[config.mk]
export PLATFORM = sky130hd
export DESIGN_NAME = boot_alias_decoder
export DESIGN_NICKNAME = d
export VERILOG_FILES = /design/src/rtl/boot_map_pkg.sv /design/src/rtl/remap_state.sv /design/src/rtl/area_decode.sv /design/src/rtl/offset_fold.sv /design/src/rtl/boot_alias_decoder.sv
export SDC_FILE = /design/constraint.sdc
export NUM_CORES = 1
export LEC_CHECK = 0
export BUFFER_PORTS_ARGS = -buffer_cell sky130_fd_sc_hd__buf_2
export CORE_UTILIZATION = 24
export DETAILED_ROUTE_END_ITERATION = 10
export HOLD_SLACK_MARGIN = 0.08
export PLACE_DENSITY = 0.78
export SLEW_MARGIN = 5
export SYNTH_ARGS = -nofsm -noshare
export SYNTH_HDL_FRONTEND = slang
export SYNTH_SLANG_ARGS = --single-unit
[constraint.sdc]
create_clock -name clk -period 1.32 [get_ports clk]
set_clock_uncertainty 0.05 [all_clocks]
set_input_delay 0.066 -clock clk [delete_from_list [all_inputs] [get_ports clk]]
set_output_delay 0.066 -clock clk [all_outputs]
set_load 0.02 [all_outputs]
[src/rtl/boot_map_pkg.sv]
// Package: shared types and fixed area numbering for the boot alias decoder.
// Assumes 1 MB areas; the area order below is fixed by the memory map.
package boot_map_pkg;

    // Target chosen for one bus request.
    typedef enum logic [2:0] {
        TGT_IDLE  = 3'd0,
        TGT_ROM   = 3'd1,
        TGT_FLASH = 3'd2,
        TGT_SRAM  = 3'd3,
        TGT_ABORT = 3'd4
    } target_e;

    // Bits of address inside one area (1 MB).
    localparam int AREA_LSB = 20;

    // Fixed area numbers.
    localparam int AREA_ALIAS = 0;
    localparam int AREA_FLASH = 1;
    localparam int AREA_SRAM  = 2;
    localparam int AREA_ROM   = 3;

    // Index of each memory in per-memory arrays.
    localparam int MEM_ROM   = 0;
    localparam int MEM_FLASH = 1;
    localparam int MEM_SRAM  = 2;
    localparam int MEM_COUNT = 3;

endpackage

[src/rtl/remap_state.sv]
// Module: remap_state
// Holds the remap toggle and the boot flag.
// Assumes boot_sel_nv is stable while rst_n is low; reset is synchronous, active low.
module remap_state #(
    parameter int DATA_W  = 32,
    parameter int CMD_BIT = 0
) (
    input  logic              clk,
    input  logic              rst_n,
    input  logic              ctl_wr,
    input  logic [DATA_W-1:0] ctl_wdata,
    input  logic              boot_sel_nv,
    input  logic              erase,
    output logic              remap_q,
    output logic              boot_q
);

    logic toggle_req;
    logic unused_wdata;

    // Only the command bit has meaning; the other bits are dropped.
    assign toggle_req   = ctl_wr && ctl_wdata[CMD_BIT];
    assign unused_wdata = ^ctl_wdata;

    // Remap flag: cleared by reset, inverted by each command write.
    always_ff @(posedge clk) begin
        if (!rst_n) begin
            remap_q <= 1'b0;
        end else if (toggle_req) begin
            remap_q <= ~remap_q;
        end
    end

    // Boot flag: loaded from the non-volatile bit during reset, cleared by erase.
    always_ff @(posedge clk) begin
        if (!rst_n) begin
            boot_q <= boot_sel_nv;
        end else if (erase) begin
            boot_q <= 1'b0;
        end
    end

endmodule

[src/rtl/area_decode.sv]
// Module: area_decode
// Maps the area field of a request to a target memory or an abort.
// Assumes the address is relative to the base of the internal region.
module area_decode
    import boot_map_pkg::*;
#(
    parameter int ADDR_W = 28
) (
    input  logic              req_valid,
    input  logic [ADDR_W-1:0] req_addr,
    input  logic              remap_q,
    input  logic              boot_q,
    output target_e           target
);

    localparam int AREA_W = ADDR_W - AREA_LSB;

    logic [AREA_W-1:0] area;
    target_e           alias_tgt;

    assign area = req_addr[ADDR_W-1:AREA_LSB];

    // Choose the memory that area 0 mirrors.
    always_comb begin
        if (remap_q) begin
            alias_tgt = TGT_SRAM;
        end else if (boot_q) begin
            alias_tgt = TGT_FLASH;
        end else begin
            alias_tgt = TGT_ROM;
        end
    end

    // Decode the area field into one target.
    always_comb begin
        if (!req_valid) begin
            target = TGT_IDLE;
        end else begin
            case (area)
                AREA_W'(AREA_ALIAS): target = alias_tgt;
                AREA_W'(AREA_FLASH): target = TGT_FLASH;
                AREA_W'(AREA_SRAM):  target = TGT_SRAM;
                AREA_W'(AREA_ROM):   target = TGT_ROM;
                default:             target = TGT_ABORT;
            endcase
        end
    end

endmodule

[src/rtl/offset_fold.sv]
// Module: offset_fold
// Reduces the in-area offset to the physical size of the selected memory.
// Assumes every memory size is a power of two no larger than one area.
module offset_fold
    import boot_map_pkg::*;
#(
    parameter int ROM_BYTES   = 65536,
    parameter int FLASH_BYTES = 524288,
    parameter int SRAM_BYTES  = 32768
) (
    input  target_e               target,
    input  logic [AREA_LSB-1:0]   area_off,
    output logic [AREA_LSB-1:0]   mem_offset
);

    localparam int ROM_LOG   = $clog2(ROM_BYTES);
    localparam int FLASH_LOG = $clog2(FLASH_BYTES);
    localparam int SRAM_LOG  = $clog2(SRAM_BYTES);

    logic [AREA_LSB-1:0] folded [MEM_COUNT];

    // One masked copy of the offset per memory.
    for (genvar g = 0; g < MEM_COUNT; g++) begin : g_fold
        localparam int SZ_LOG = (g == MEM_ROM)   ? ROM_LOG :
                                (g == MEM_FLASH) ? FLASH_LOG : SRAM_LOG;
        localparam logic [AREA_LSB-1:0] MASK =
            (SZ_LOG >= AREA_LSB) ? '1 : AREA_LSB'((1 << SZ_LOG) - 1);
        assign folded[g] = area_off & MASK;
    end

    // Pick the folded offset that belongs to the target.
    always_comb begin
        case (target)
            TGT_ROM:   mem_offset = folded[MEM_ROM];
            TGT_FLASH: mem_offset = folded[MEM_FLASH];
            TGT_SRAM:  mem_offset = folded[MEM_SRAM];
            default:   mem_offset = '0;
        endcase
    end

endmodule

[src/rtl/boot_alias_decoder.sv]
// Module: boot_alias_decoder (top)
// Decodes the internal region into ROM/Flash/SRAM selects or an abort.
// Area 0 mirrors ROM or Flash (boot flag) or SRAM (remap).
// Assumes a synchronous active-low reset. Selects are combinational from the request.
module boot_alias_decoder
    import boot_map_pkg::*;
#(
    parameter int ADDR_W      = 28,
    parameter int DATA_W      = 32,
    parameter int CMD_BIT     = 0,
    parameter int ROM_BYTES   = 65536,
    parameter int FLASH_BYTES = 524288,
    parameter int SRAM_BYTES  = 32768
) (
    input  logic                clk,
    input  logic                rst_n,
    input  logic                req_valid,
    input  logic [ADDR_W-1:0]   req_addr,
    input  logic                ctl_wr,
    input  logic [DATA_W-1:0]   ctl_wdata,
    input  logic                boot_sel_nv,
    input  logic                erase,
    output logic                sel_rom,
    output logic                sel_flash,
    output logic                sel_sram,
    output logic                abort,
    output logic [AREA_LSB-1:0] mem_offset
);

    logic    remap_q;
    logic    boot_q;
    target_e target;

    // State: remap toggle and boot flag.
    remap_state #(
        .DATA_W  (DATA_W),
        .CMD_BIT (CMD_BIT)
    ) u_state (
        .clk         (clk),
        .rst_n       (rst_n),
        .ctl_wr      (ctl_wr),
        .ctl_wdata   (ctl_wdata),
        .boot_sel_nv (boot_sel_nv),
        .erase       (erase),
        .remap_q     (remap_q),
        .boot_q      (boot_q)
    );

    // Area decode.
    area_decode #(
        .ADDR_W (ADDR_W)
    ) u_decode (
        .req_valid (req_valid),
        .req_addr  (req_addr),
        .remap_q   (remap_q),
        .boot_q    (boot_q),
        .target    (target)
    );

    // Offset folding.
    offset_fold #(
        .ROM_BYTES   (ROM_BYTES),
        .FLASH_BYTES (FLASH_BYTES),
        .SRAM_BYTES  (SRAM_BYTES)
    ) u_fold (
        .target     (target),
        .area_off   (req_addr[AREA_LSB-1:0]),
        .mem_offset (mem_offset)
    );

    // Turn the target into one-hot outputs.
    assign sel_rom   = (target == TGT_ROM);
    assign sel_flash = (target == TGT_FLASH);
    assign sel_sram  = (target == TGT_SRAM);
    assign abort     = (target == TGT_ABORT);

endmodule

==> reports/metrics.yaml <==
min_period_over_period_pct: 117
setup_viol: 18
syn-cell-area_um2: 455
dpl-instance-area_um2: 918
wl_mm: 2.12
reg2reg_to: "u_state.remap_q$_SDFFE_PN0P_"
setup_tns_ns: -1.39
die_x_um: 45.6
rr_worst_depth: 3
place_congestion: 0.699
avgSynthCellArea_um2: 7.35
postRouteAntennaNets: 0
clock_path_buffers: 2
antenna_found_initial: 0
gr-total-overflow: 0
drtPass1Iterations: 3
drv_cap: 0
setup.worst_path.end: "sel_rom"
first_global_vias: 682
grt_max_degree: 11
drc: 0
synthFlopType: "edfxtp_1"
seq_area_frac_synth_pct: 11.0
route.vias.total: 719
p_leak_nw: 0.625
finish.instance_area_um2: 1250
cts.htree.levels: 1
die_area_um2: 2080
clk_latency_ns: 0.23
viasPerCell: 4.61
num_antenna_cells: 0
ir_drop_uv: 581
finalHoldViolations: 0
min_period_ns: 1.55
rows: 15
rsz0062_at_grt: "true"
met2_usage_pct: 37.4
routedWlPerCell_um: 13.6
finalMaxSlewViolations: 0
worstSetupEndpointType: "output pin"
dp_hpwl_mm: 1.24
synth_most_common_cell: "inv_1"
clock.fmax_mhz: 645
cts-root-buf: "clkbuf_4"
violations: "negative setup slack"
utilization_pct: 71.8
cp-startpoint: "u_state.remap_q$_SDFFE_PN0P_"
drtIter0Drc: 4
layout.nets: 198
post-place-ws_ns: -0.228
io_buffers: 56
boundaryPins: 90
cts_tree: "built"
p_per_area_nw_per_um2: 363
synth_area_leaders: "nor3_1 16%, inv_1 13%, a2111oi_2 9.9%"
start_util_pct: 26.1
yosys_warnings: 0
syn2layout_area_growth_pct: 175
status: "complete, but fails checks"
gr-usage-all-layers_pct: 19.1
reg2reg_slack_ns: 0.39
hold_depth: 2
crit_type: "register to output pin"
use_met1_pct: 21.4
worstPathMaxFanout: 4
yosysUniqueCellTypes: 25
final.setup.worst_slack_ns: -0.229
grt_use_met3_pct: 5.16
grt_first_pass_wirelength_mm: 2.84
async_reset_ff_share_pct: 0
reg2reg_from: "u_state.remap_q$_SDFFE_PN0P_"
startpoint_type: "register"
final_layout_size_suffix_gt1_share_pct: 76.3
synth_seq_cells: 2
hp-class: "primary input to register"
cts_num_sinks: 2
cp.required_ns: 1.20
synth_top_area_share_pct: 16.5
worstPathArrival_ns: 1.43
clkTransAtPathRegs_ns: 0.03
syn_inst: 62
core_um2: 1750
die_h_um: 45.6
numCtsBuffers: 3
busiest_layer: "met2"
netlist.top_cell.by_area: "nor3_1"
syn-num-nets: 128
synth_edf_count: 1
ys_top_cells_by_count: "16 x inv_1, 15 x nor3_1, 5 x nand2b_1"
## critical path, stage by stage (launching register included)
cell and delay (ns):
dfxtp_2 0.32, or4_4 0.53, a211oi_2 0.19, buf_4 0.17
## layout make-up
type | count | area, um^2
Fill cell | 135 | 493
Clock buffer | 4 | 26.3
Inverter | 16 | 60.1
Multi-Input combinational cell | 39 | 524
Sequential cell | 2 | 51.3
Tap cell | 25 | 31.3
Timing Repair Buffer | 70 | 559
## routing by layer
| metal | vias to the layer above | part of all wire, % |
|---|---|---|
| met4 | 0 | 0 |
| met2 | 34 | 56 |
| li1 | 351 | - |
| met1 | 334 | 39 |
| met5 | - | 0 |
| met3 | 0 | 5.7 |
## placed cells by master, fill, tap and decap left out
cell,synthesis,layout
nor3_4,0,12
nor2b_1,1,1
a21boi_0,1,1
edfxtp_1,1,1
o21ba_2,1,1
nand2b_1,5,4
or3b_4,0,1
clkbuf_1,1,1
or4_4,1,3
a211oi_2,0,1
buf_4,1,14
nor4b_4,1,1
inv_1,16,16
buf_6,2,19
nor3_2,0,3
nand2b_4,0,1
nor3b_2,0,1
conb_1,1,1
dfxtp_2,0,1
and3b_1,1,1
o21a_1,1,1
buf_12,0,3
nand2_1,1,1
clkbuf_4,0,3
a2111oi_4,1,4
buf_2,2,32
dlygate4sd3_1,0,2
o31a_1,1,1
## what timing repair did
action / in CTS / in global routing
hold buffers: 2 / 0
resized for setup: 38 / 23
gates cloned: 1 / 0
setup endpoints to repair: 23 / 20
buffers inserted: 3 / 2
pin swaps: 8 / 7
hold endpoints to repair: 2 / 0
## registers in the layout, summed over array words and instances (netlist names)
signal / count
u_state.boot_q: 1
u_state.remap_q: 1
## logic make-up after synthesis
| logic type | Yosys count | share of synthesized area (%) |
|---|---|---|
| compound gates | 9 | 25.0 |
| buf+inv | 22 | 22.8 |
| flops | 2 | 11.0 |
| other cells | 1 | 0.823 |
| simple gates | 28 | 40.4 |
## through the flow
step | total power [mW] | hold slack [ns] | cells
floorplan | 0.167 | 0.121 | 62
global placement | 0.234 | 0.258 | 145
detailed placement | 0.239 | 0.269 | 145
CTS | 0.426 | 0.0850 | 155
global route | 0.481 | 0.0838 | 156
finish | 0.454 | 0.0818 | 156
## power breakdown
part / switching (mW) / internal [mW] / total [mW]
Sequential: 0.00346 / 0.0714 / 0.0749
Combinational: 0.119 / 0.107 / 0.226
Clock: 0.0405 / 0.113 / 0.153
Total: 0.163 / 0.291 / 0.454
## how the worst min path moves through the flow
stage,startpoint,endpoint
4_1_cts,boot_sel_nv,u_state.boot_q$_SDFFCE_PP0P_
2_1_floorplan,req_addr[21],sel_flash
5_1_grt,boot_sel_nv,u_state.boot_q$_SDFFCE_PP0P_
3_5_place_dp,rst_n,u_state.remap_q$_SDFFE_PN0P_
6_report,boot_sel_nv,u_state.boot_q$_SDFFCE_PP0P_
3_3_place_gp,rst_n,u_state.remap_q$_SDFFE_PN0P_
Power figures use the tool's default switching activity.
